File: src/rtl/tmr_tick_pkg.sv
package tmr_tick_pkg;

  typedef enum logic [1:0] {
    PS_DIV12 = 2'b00,
    PS_DIV4  = 2'b01,
    PS_DIV48 = 2'b10,
    PS_EXT8  = 2'b11
  } presc_e;

  typedef struct packed {
    logic   t3_hi_sys;
    logic   t3_lo_sys;
    logic   t2_hi_sys;
    logic   t2_lo_sys;
    logic   t1_sys;
    logic   t0_sys;
    presc_e psel;
  } ctrl_t;

  localparam int unsigned CTRL_W = $bits(ctrl_t);

endpackage

File: src/rtl/tmr_ctrl_reg.sv
module tmr_ctrl_reg
  import tmr_tick_pkg::*;
(
  input  logic              clk,
  input  logic              rst,
  input  logic              wr_en,
  input  logic [CTRL_W-1:0] wr_data,
  output ctrl_t             ctrl_q
);

  always_ff @(posedge clk) begin
    if (rst)        ctrl_q <= '0;
    else if (wr_en) ctrl_q <= ctrl_t'(wr_data);
  end


  ctrl_reset_chk: assert property (@(posedge clk) rst |=> (ctrl_q == '0));


  ctrl_write_chk: assert property (@(posedge clk) disable iff (rst)
    wr_en |=> (ctrl_q == $past(wr_data)));

endmodule

File: src/rtl/tmr_div.sv
module tmr_div #(
  parameter int unsigned DIV = 12
) (
  input  logic clk,
  input  logic rst,
  output logic pulse
);

  localparam int unsigned CW = (DIV > 2) ? $clog2(DIV) : 1;
  localparam logic [CW-1:0] LAST = CW'(DIV - 1);

  logic [CW-1:0] cnt;

  always_ff @(posedge clk) begin
    if (rst)              cnt <= '0;
    else if (cnt == LAST) cnt <= '0;
    else                  cnt <= cnt + 1'b1;
  end

  assign pulse = (cnt == LAST);


  div_range_chk: assert property (@(posedge clk) disable iff (rst) cnt <= LAST);


  div_single_chk: assert property (@(posedge clk) disable iff (rst) pulse |=> !pulse);

endmodule

File: src/rtl/tmr_ext_div.sv
module tmr_ext_div #(
  parameter int unsigned SYNC_STAGES = 2,
  parameter int unsigned EXT_DIV     = 8
) (
  input  logic clk,
  input  logic rst,
  input  logic ext_clk,
  output logic pulse
);

  localparam int unsigned SW = SYNC_STAGES + 1;
  localparam int unsigned CW = (EXT_DIV > 2) ? $clog2(EXT_DIV) : 1;
  localparam logic [CW-1:0] LAST = CW'(EXT_DIV - 1);

  logic [SW-1:0] sync_q;
  logic          rise;
  logic [CW-1:0] edge_cnt;

  always_ff @(posedge clk) begin
    if (rst) sync_q <= '0;
    else     sync_q <= {sync_q[SW-2:0], ext_clk};
  end

  assign rise = sync_q[SW-2] && !sync_q[SW-1];

  always_ff @(posedge clk) begin
    if (rst) edge_cnt <= '0;
    else if (rise) begin
      if (edge_cnt == LAST) edge_cnt <= '0;
      else                  edge_cnt <= edge_cnt + 1'b1;
    end
  end

  assign pulse = rise && (edge_cnt == LAST);


  ext_single_chk: assert property (@(posedge clk) disable iff (rst) pulse |=> !pulse);


  ext_hold_chk: assert property (@(posedge clk) disable iff (rst)
    !rise |=> (edge_cnt == $past(edge_cnt)));

endmodule

File: src/rtl/tmr_tick_gen.sv
module tmr_tick_gen
  import tmr_tick_pkg::*;
#(
  parameter int unsigned DIV_A       = 12,
  parameter int unsigned DIV_B       = 4,
  parameter int unsigned DIV_C       = 48,
  parameter int unsigned EXT_DIV     = 8,
  parameter int unsigned SYNC_STAGES = 2
) (
  input  logic       clk,
  input  logic       rst,
  input  logic       ext_clk,
  input  logic       reg_we,
  input  logic [7:0] reg_wdata,
  output logic [7:0] reg_rdata,
  input  logic       t0_cnt_mode,
  input  logic       t1_cnt_mode,
  input  logic       t2_split,
  input  logic       t3_split,
  input  logic       t2_alt_en,
  input  logic       t3_alt_en,
  output logic       t0_tick,
  output logic       t1_tick,
  output logic       t2_lo_tick,
  output logic       t2_hi_tick,
  output logic       t3_lo_tick,
  output logic       t3_hi_tick
);

  localparam int unsigned NUM_DIV = 3;
  localparam int unsigned DIV_TBL [NUM_DIV] = '{DIV_A, DIV_B, DIV_C};
  localparam int unsigned NUM_PT  = 2;  // prescaled timers
  localparam int unsigned NUM_ST  = 2;  // splittable timers

  ctrl_t ctrl;

  tmr_ctrl_reg u_reg (
    .clk     (clk),
    .rst     (rst),
    .wr_en   (reg_we),
    .wr_data (reg_wdata),
    .ctrl_q  (ctrl)
  );

  assign reg_rdata = ctrl;

  logic [NUM_DIV-1:0] div_pulse;

  for (genvar g = 0; g < NUM_DIV; g++) begin : g_div
    tmr_div #(.DIV(DIV_TBL[g])) u_div (
      .clk   (clk),
      .rst   (rst),
      .pulse (div_pulse[g])
    );
  end

  logic ext_pulse;

  tmr_ext_div #(.SYNC_STAGES(SYNC_STAGES), .EXT_DIV(EXT_DIV)) u_ext (
    .clk     (clk),
    .rst     (rst),
    .ext_clk (ext_clk),
    .pulse   (ext_pulse)
  );

  logic presc_tick;

  always_comb begin
    case (ctrl.psel)
      PS_DIV12: presc_tick = div_pulse[0];
      PS_DIV4:  presc_tick = div_pulse[1];
      PS_DIV48: presc_tick = div_pulse[2];
      default:  presc_tick = ext_pulse;
    endcase
  end

  // Timers 0 and 1: prescaled or system rate, gated by counter mode
  logic [NUM_PT-1:0] pt_cnt_mode, pt_sys, pt_d, pt_q;
  assign pt_cnt_mode = {t1_cnt_mode, t0_cnt_mode};
  assign pt_sys      = {ctrl.t1_sys, ctrl.t0_sys};

  for (genvar g = 0; g < NUM_PT; g++) begin : g_pt
    assign pt_d[g] = !pt_cnt_mode[g] && (pt_sys[g] || presc_tick);
  end

  // Timers 2 and 3: system rate or alternate enable, per half
  logic [NUM_ST-1:0] st_split, st_alt, st_lo_sys, st_hi_sys;
  logic [NUM_ST-1:0] lo_d, hi_d, lo_q, hi_q;
  assign st_split  = {t3_split, t2_split};
  assign st_alt    = {t3_alt_en, t2_alt_en};
  assign st_lo_sys = {ctrl.t3_lo_sys, ctrl.t2_lo_sys};
  assign st_hi_sys = {ctrl.t3_hi_sys, ctrl.t2_hi_sys};

  for (genvar g = 0; g < NUM_ST; g++) begin : g_st
    assign lo_d[g] = st_lo_sys[g] || st_alt[g];
    assign hi_d[g] = st_split[g] ? (st_hi_sys[g] || st_alt[g]) : lo_d[g];
  end

  always_ff @(posedge clk) begin
    if (rst) begin
      pt_q <= '0;
      lo_q <= '0;
      hi_q <= '0;
    end else begin
      pt_q <= pt_d;
      lo_q <= lo_d;
      hi_q <= hi_d;
    end
  end

  assign t0_tick    = pt_q[0];
  assign t1_tick    = pt_q[1];
  assign t2_lo_tick = lo_q[0];
  assign t3_lo_tick = lo_q[1];
  assign t2_hi_tick = hi_q[0];
  assign t3_hi_tick = hi_q[1];


  t0_cnt_low_chk: assert property (@(posedge clk) disable iff (rst) t0_cnt_mode |=> !t0_tick);


  t1_cnt_low_chk: assert property (@(posedge clk) disable iff (rst) t1_cnt_mode |=> !t1_tick);


  t0_sys_high_chk: assert property (@(posedge clk) disable iff (rst)
    (ctrl.t0_sys && !t0_cnt_mode) |=> t0_tick);


  t2_unsplit_chk: assert property (@(posedge clk) disable iff (rst)
    !t2_split |=> (t2_hi_tick == t2_lo_tick));


  t3_unsplit_chk: assert property (@(posedge clk) disable iff (rst)
    !t3_split |=> (t3_hi_tick == t3_lo_tick));


  t2_split_hi_chk: assert property (@(posedge clk) disable iff (rst)
    (t2_split && ctrl.t2_hi_sys) |=> t2_hi_tick);


  t3_lo_alt_chk: assert property (@(posedge clk) disable iff (rst)
    !ctrl.t3_lo_sys |=> (t3_lo_tick == $past(t3_alt_en)));

endmodule

File: config.mk
export PLATFORM = sky130hd
export DESIGN_NAME = tmr_tick_gen
export DESIGN_NICKNAME = d
export VERILOG_FILES = /design/src/rtl/tmr_tick_pkg.sv /design/src/rtl/tmr_ctrl_reg.sv /design/src/rtl/tmr_div.sv /design/src/rtl/tmr_ext_div.sv /design/src/rtl/tmr_tick_gen.sv
export SDC_FILE = /design/constraint.sdc
export NUM_CORES = 1
export LEC_CHECK = 0
export ABC_AREA = 1
export CAP_MARGIN = 10
export CELL_PAD_IN_SITES_DETAIL_PLACEMENT = 0
export CELL_PAD_IN_SITES_GLOBAL_PLACEMENT = 1
export CORE_MARGIN = 2
export CORE_UTILIZATION = 31
export DETAILED_ROUTE_END_ITERATION = 8
export GPL_TIMING_DRIVEN = 0
export PLACE_DENSITY = 0.85
export SLEW_MARGIN = 10
export SYNTH_ARGS = -nofsm -noshare
export SYNTH_HDL_FRONTEND = slang
export SYNTH_SLANG_ARGS = --single-unit
File: constraint.sdc
create_clock -name clk -period 1 [get_ports clk]
set_clock_uncertainty 0.1 [all_clocks]
set_input_delay 0.3 -clock clk [delete_from_list [all_inputs] [get_ports clk]]
set_output_delay 0.3 -clock clk [all_outputs]
set_load 0.02 [all_outputs]
==> impl_metrics.json, run 1 <==
{
  "critical_path_buf_inv_count": 0,
  "relSlewSlack": 0.854,
  "wl_per_cell_um": 11.1,
  "ys_top_cells_by_area": "dfxtp_1, nor2_1, o21ai_0, ha_1, inv_1",
  "violations": "setup timing",
  "slowest_stage": "dfxtp_4",
  "crit_end": "pt_q[1]$_SDFF_PP0_",
  "hpwlAfterDp_um": 1850,
  "core.rowCount": 22,
  "die_w_um": 66.4,
  "grt-ovfl-total": 0,
  "endpoint_kind": "flip-flop",
  "hold_class": "input port to flip-flop",
  "hold_viol_final": 0,
  "fin_area_um2": 1930,
  "finalSetupTns_ns": -2.74,
  "critPathLaunch": "u_ext.edge_cnt[0]$_SDFFE_PP0N_",
  "track_usage": 0.130,
  "p_leak_uw": 0.000812,
  "crit_path_frequent_cell": "ha_4",
  "initial_core_util": 0.325,
  "vias_per_cell": 4.45,
  "via_count": 1060,
  "r2r_end": "pt_q[1]$_SDFF_PP0_",
  "wl_um": 2640,
  "min_period_ns": 1.17,
  "netlist_top_cells_count": "dfxtp_1, nor2_1, inv_1, o21ai_0, a21oi_1",
  "ys_ff_latch": 32,
  "worst-slew-pin-transition_ns": 0.217,
  "core_um2": 3720,
  "clock.fmax_mhz": 858,
  "numCtsBuffers": 5,
  "ant_nets": 0,
  "drive_gt1_frac": 0.479,
  "ys_warn_count": 0,
  "power_density_nw_per_um2": 1500,
  "clkLatencyLatePin_ns": 0.28,
  "vdd_drop_max_mv": 0.548,
  "drtIter0Drc": 24,
  "cap_violations": 0,
  "critPathArrivalTime_ns": 1.24,
  "root_buffer": "clkbuf_8",
  "outcome": "finished, violations left",
  "rsz0062_at_grt": "yes",
  "grt_first_pass_wirelength_um": 4350,
  "crit-reg2reg-launch": "u_ext.edge_cnt[0]$_SDFFE_PP0N_",
  "rr_worst_depth": 6,
  "crit_type": "flip-flop to flip-flop",
  "synth_flop_cell": "dfxtp_1",
  "path_cells": "ha_4 -> ha_4 -> nand3_1 -> nand2_1 -> nand2_4 -> a21oi_2",
  "grt_pass1_vias": 1039,
  "drc_errors": 0,
  "crit_required_ns": 1.07,
  "cts-htree-levels": 2,
  "synth_fp_nets": 163,
  "area_delta_synth_final_pct": 59.9,
  "die_area_um2": 4410,
  "critPathLaunchType": "flip-flop",
  "ys_async_sr_fraction": 0,
  "antenna_found_initial": 0,
  "nNetsFinal": 212,
  "n_fill_cell": 341,
  "grt_max_degree": 11,
  "worstHoldStart": "reg_we",
  "max_stage_delay_ns": 0.35,
  "syn_area_per_cell_um2": 8.62,
  "report.final.slew_viol_count": 0,
  "finalSetupViolCount": 24,
  "clk_pin_slew_ns": 0.06,
  "port_buffers": 31,
  "drtPass1Iterations": 4,
  "r2r_setup_slack_ns": -0.17,
  "cts_tree": "yes",
  "antennaDiodeCount": 0,
  "fin_crit_sh": 1.17,
  "yosysSeqAreaShare": 0.531,
  "synthesis.area_um2": 1210,
  "hold_buffers": 0,
  "fp.dieH_um": 66.4,
  "cp_num_cells": 6,
  "crit_family": "flip-flops",
  "synth.most_common_cell": "dfxtp_1",
  "synth_cell_type_count": 24,
  "synth_edf_count": 0,
  "cts_max_path_buffers": 2,
  "placed_cell_area_um2": 1630,
  "yosysTopAreaCellShare": 0.531,
  "io_pins": 32,
  "cp_max_fo": 3,
  "gp_congestion": 0.702,
  "netlist_instances": 140,
  "yosys.area.top_type": "dfxtp_1",
  "fin_ws_ns": -0.166,
  "cts_sinks": 32
}
## where the power goes
group,internal (uW),switching (uW),total [uW]
sequential,1370,58.5,1430
clock,548,452,1000
combinational,259,205,464
## how the worst min path moves through the flow
stage / endpoint / slack, ns / cells after the start
floorplan: u_ext.sync_q[1]$_SDFF_PP0_ / 0.29 / 2
global placement: u_ext.sync_q[1]$_SDFF_PP0_ / 0.29 / 2
detailed placement: u_ext.sync_q[1]$_SDFF_PP0_ / 0.30 / 2
CTS: lo_q[1]$_SDFF_PP0_ / 0.28 / 3
global route: u_reg.ctrl_q[4]$_SDFFE_PP0P_ / 0.25 / 3
finish: u_reg.ctrl_q[6]$_SDFFE_PP0P_ / 0.23 / 3
## metrics by stage
stage	util	total power, uW	worst slack (ns)	hold WS (ns)	instances
after floorplan	-	1630	-0.117	0.288	140
after global placement	0.439	1790	-0.541	0.294	219
after detailed placement	0.439	1810	-0.539	0.300	219
after CTS	0.503	2910	-0.161	0.283	235
after global routing	0.520	3030	-0.209	0.248	238
final	0.520	2890	-0.166	0.230	238
## worst min-delay path, stage by stage
cell,delay (ns)
clkbuf_2,0.12
o21ai_0,0.09
nor2_1,0.07
## cell families after synthesis
kind of cell    Yosys count  share of synthesized area
fa+ha+maj                 5                     0.0518
xor+xnor                  3                     0.0218
compound gates           25                      0.114
simple gates             57                      0.223
buf+inv                  18                     0.0591
flops                    32                      0.531
## registers in the layout, indices dropped and copies added, names as in the netlist
name             count
g_div.u_div.cnt     12
u_ext.edge_cnt       3
u_reg.ctrl_q         8
hi_q                 2
u_ext.sync_q         3
lo_q                 2
pt_q                 2
## placed cells by master, fill, tap and decap left out, drive strengths merged
cell / synthesis / layout
nand3: 6 / 6
o21ai: 13 / 13
xor2: 1 / 1
clkinv: 0 / 2
ha: 5 / 5
nor2: 32 / 32
nand2: 10 / 10
dlygate4sd2: 0 / 3
a21oi: 11 / 11
or2: 5 / 5
xnor2: 2 / 2
o211a: 1 / 1
clkdlybuf4s50: 0 / 13
nand4: 2 / 2
inv: 15 / 15
nor3b: 1 / 1
clkbuf: 1 / 8
dfxtp: 32 / 32
nor3: 1 / 1
buf: 2 / 27
## routing by layer
layer | vias up | wire length (um) | track usage | share of wire
met5 | - | 0 | 0 | 0
met4 | 0 | 56 | 0.0612 | 0.021
met2 | 20 | 1350 | 0.229 | 0.51
li1 | 547 | - | - | -
met1 | 487 | 1100 | 0.141 | 0.42
met3 | 6 | 125 | 0.0409 | 0.047
## what timing repair did
action,in CTS,in global routing
pin swaps,9,9
setup buffers,8,3
cloned,0,0
gates resized for setup,117,20
endpoints found under the setup margin,42,32
## layout make-up
type | instances | area, um^2 | share of cell area
Clock buffer | 6 | 82.6 | 0.0428
Clock inverter | 2 | 10.0 | 0.00518
Tap cell | 48 | 60.1 | 0.0311
Timing Repair Buffer | 42 | 413 | 0.214
Buffer | 3 | 32.5 | 0.0169
Sequential cell | 32 | 671 | 0.347
Inverter | 15 | 56.3 | 0.0292
Multi-Input combinational cell | 90 | 606 | 0.314
No activity file was read; power rests on OpenSTA's default activity.
==> inputs of run 2 (changes only) <==
Settings changed: RECOVER_POWER from default to 50.
==> impl_metrics.json, run 2 (same netlist as run 1, synthesis figures left out) <==
{
  "cp_max_fo": 3,
  "crit_required_ns": 1.07,
  "track_usage": 0.130,
  "vias_per_cell": 4.46,
  "relSlewSlack": 0.854,
  "n_fill_cell": 343,
  "antennaDiodeCount": 0,
  "grt_max_degree": 11,
  "cts-htree-levels": 2,
  "hold_buffers": 0,
  "power_density_nw_per_um2": 1500,
  "hpwlAfterDp_um": 1850,
  "min_period_ns": 1.17,
  "critPathLaunchType": "flip-flop",
  "crit-reg2reg-launch": "u_ext.edge_cnt[0]$_SDFFE_PP0N_",
  "drive_gt1_frac": 0.479,
  "vdd_drop_max_mv": 0.548,
  "layout_common_cells": "nor2_1, dfxtp_2, buf_6",
  "core_um2": 3720,
  "report.final.slew_viol_count": 0,
  "largest_register_ffs": 12,
  "port_buffers": 31,
  "cts_max_path_buffers": 2,
  "drtIter0Drc": 22,
  "grt-ovfl-total": 0,
  "cts_sinks": 32,
  "die_w_um": 66.4,
  "regMostFlops": "g_div.u_div.cnt",
  "core.rowCount": 22,
  "worstHoldStart": "reg_we",
  "fin_crit_sh": 1.17,
  "finalSetupViolCount": 24,
  "gp_congestion": 0.702,
  "wl_per_cell_um": 11.1,
  "ant_nets": 0,
  "die_area_um2": 4410,
  "endpoint_kind": "flip-flop",
  "hold_class": "input port to flip-flop",
  "r2r_setup_slack_ns": -0.17,
  "critPathArrivalTime_ns": 1.24,
  "grt_pass1_vias": 1039,
  "clk_pin_slew_ns": 0.06,
  "outcome": "finished, violations left",
  "crit_type": "flip-flop to flip-flop",
  "finalSetupTns_ns": -2.74,
  "seqCellArea_um2": 671,
  "wl_um": 2640,
  "clock.fmax_mhz": 858,
  "initial_core_util": 0.325,
  "hold_viol_final": 0,
  "nNetsFinal": 212,
  "drc_errors": 0,
  "drtPass1Iterations": 4,
  "via_count": 1061,
  "antenna_found_initial": 0,
  "layout_commonest_cell": "nor2_1",
  "violations": "setup timing",
  "clkLatencyLatePin_ns": 0.28,
  "critPathLaunch": "u_ext.edge_cnt[0]$_SDFFE_PP0N_",
  "worst-slew-pin-transition_ns": 0.217,
  "p_leak_uw": 0.000810,
  "fin_ws_ns": -0.166,
  "cap_violations": 0,
  "multiInputGateArea_um2": 606,
  "fp.dieH_um": 66.4,
  "cts_tree": "yes",
  "area_delta_synth_final_pct": 59.4,
  "root_buffer": "clkbuf_8",
  "rsz0062_at_grt": "yes",
  "grt_first_pass_wirelength_um": 4350,
  "dp_slack_ns": -0.539,
  "io_pins": 32,
  "numCtsBuffers": 5,
  "reg_top3": "g_div.u_div.cnt: 12 flops, u_reg.ctrl_q: 8 flops"
}
run 2: per-layer routing:
layer | share of wire | track usage | up-vias | wire [um]
met5 | 0 | 0 | - | 0
met1 | 0.42 | 0.141 | 487 | 1100
met3 | 0.047 | 0.0409 | 6 | 125
met2 | 0.51 | 0.229 | 20 | 1350
li1 | - | - | 548 | -
met4 | 0.021 | 0.0612 | 0 | 56
run 2: critical path: stages, from the launching register on:
cell	delay (ns)
dfxtp_4	0.35
ha_4	0.16
ha_4	0.15
nand3_1	0.07
nand2_1	0.09
nand2_4	0.10
a21oi_2	0.05
run 2: final timing paths:
check	end	cells after the start
max	pt_q[1]$_SDFF_PP0_	6
min	u_reg.ctrl_q[6]$_SDFFE_PP0P_	3
max reg2reg	pt_q[1]$_SDFF_PP0_	6
min reg2reg	u_ext.sync_q[1]$_SDFF_PP0_	2
run 2: stage by stage:
stage               power, uW   util  area, um^2  instances  hold WS, ns
finish                   2890  0.518        1920        238        0.229
global route             3030  0.518        1920        238        0.248
CTS                      2910  0.503        1870        235        0.283
detailed placement       1810  0.439        1630        219        0.300
global placement         1790  0.439        1630        219        0.294
floorplan                1630      -        1260        140        0.288
run 2: area by class of cell:
cell class / instances / share of cell area
tap: 48 / 0.0312
multi-input combinational: 90 / 0.315
clock buffer: 6 / 0.0429
clock inverter: 2 / 0.00520
buffer: 3 / 0.0137
inverter: 15 / 0.0293
timing repair buffer: 42 / 0.215
sequential: 32 / 0.349
run 2: report_power, final:
part | switching (uW) | internal (uW) | total (uW)
logic | 204 | 255 | 459
clock network | 452 | 548 | 1000
registers | 58.6 | 1370 | 1430
total | 715 | 2170 | 2890
run 2: repair_timing:
action                                  4_1_cts  5_1_grt
setup buffers                                 8        3
pin swaps                                     9        9
endpoints found under the setup margin       42       32
gates resized for setup                     117       20
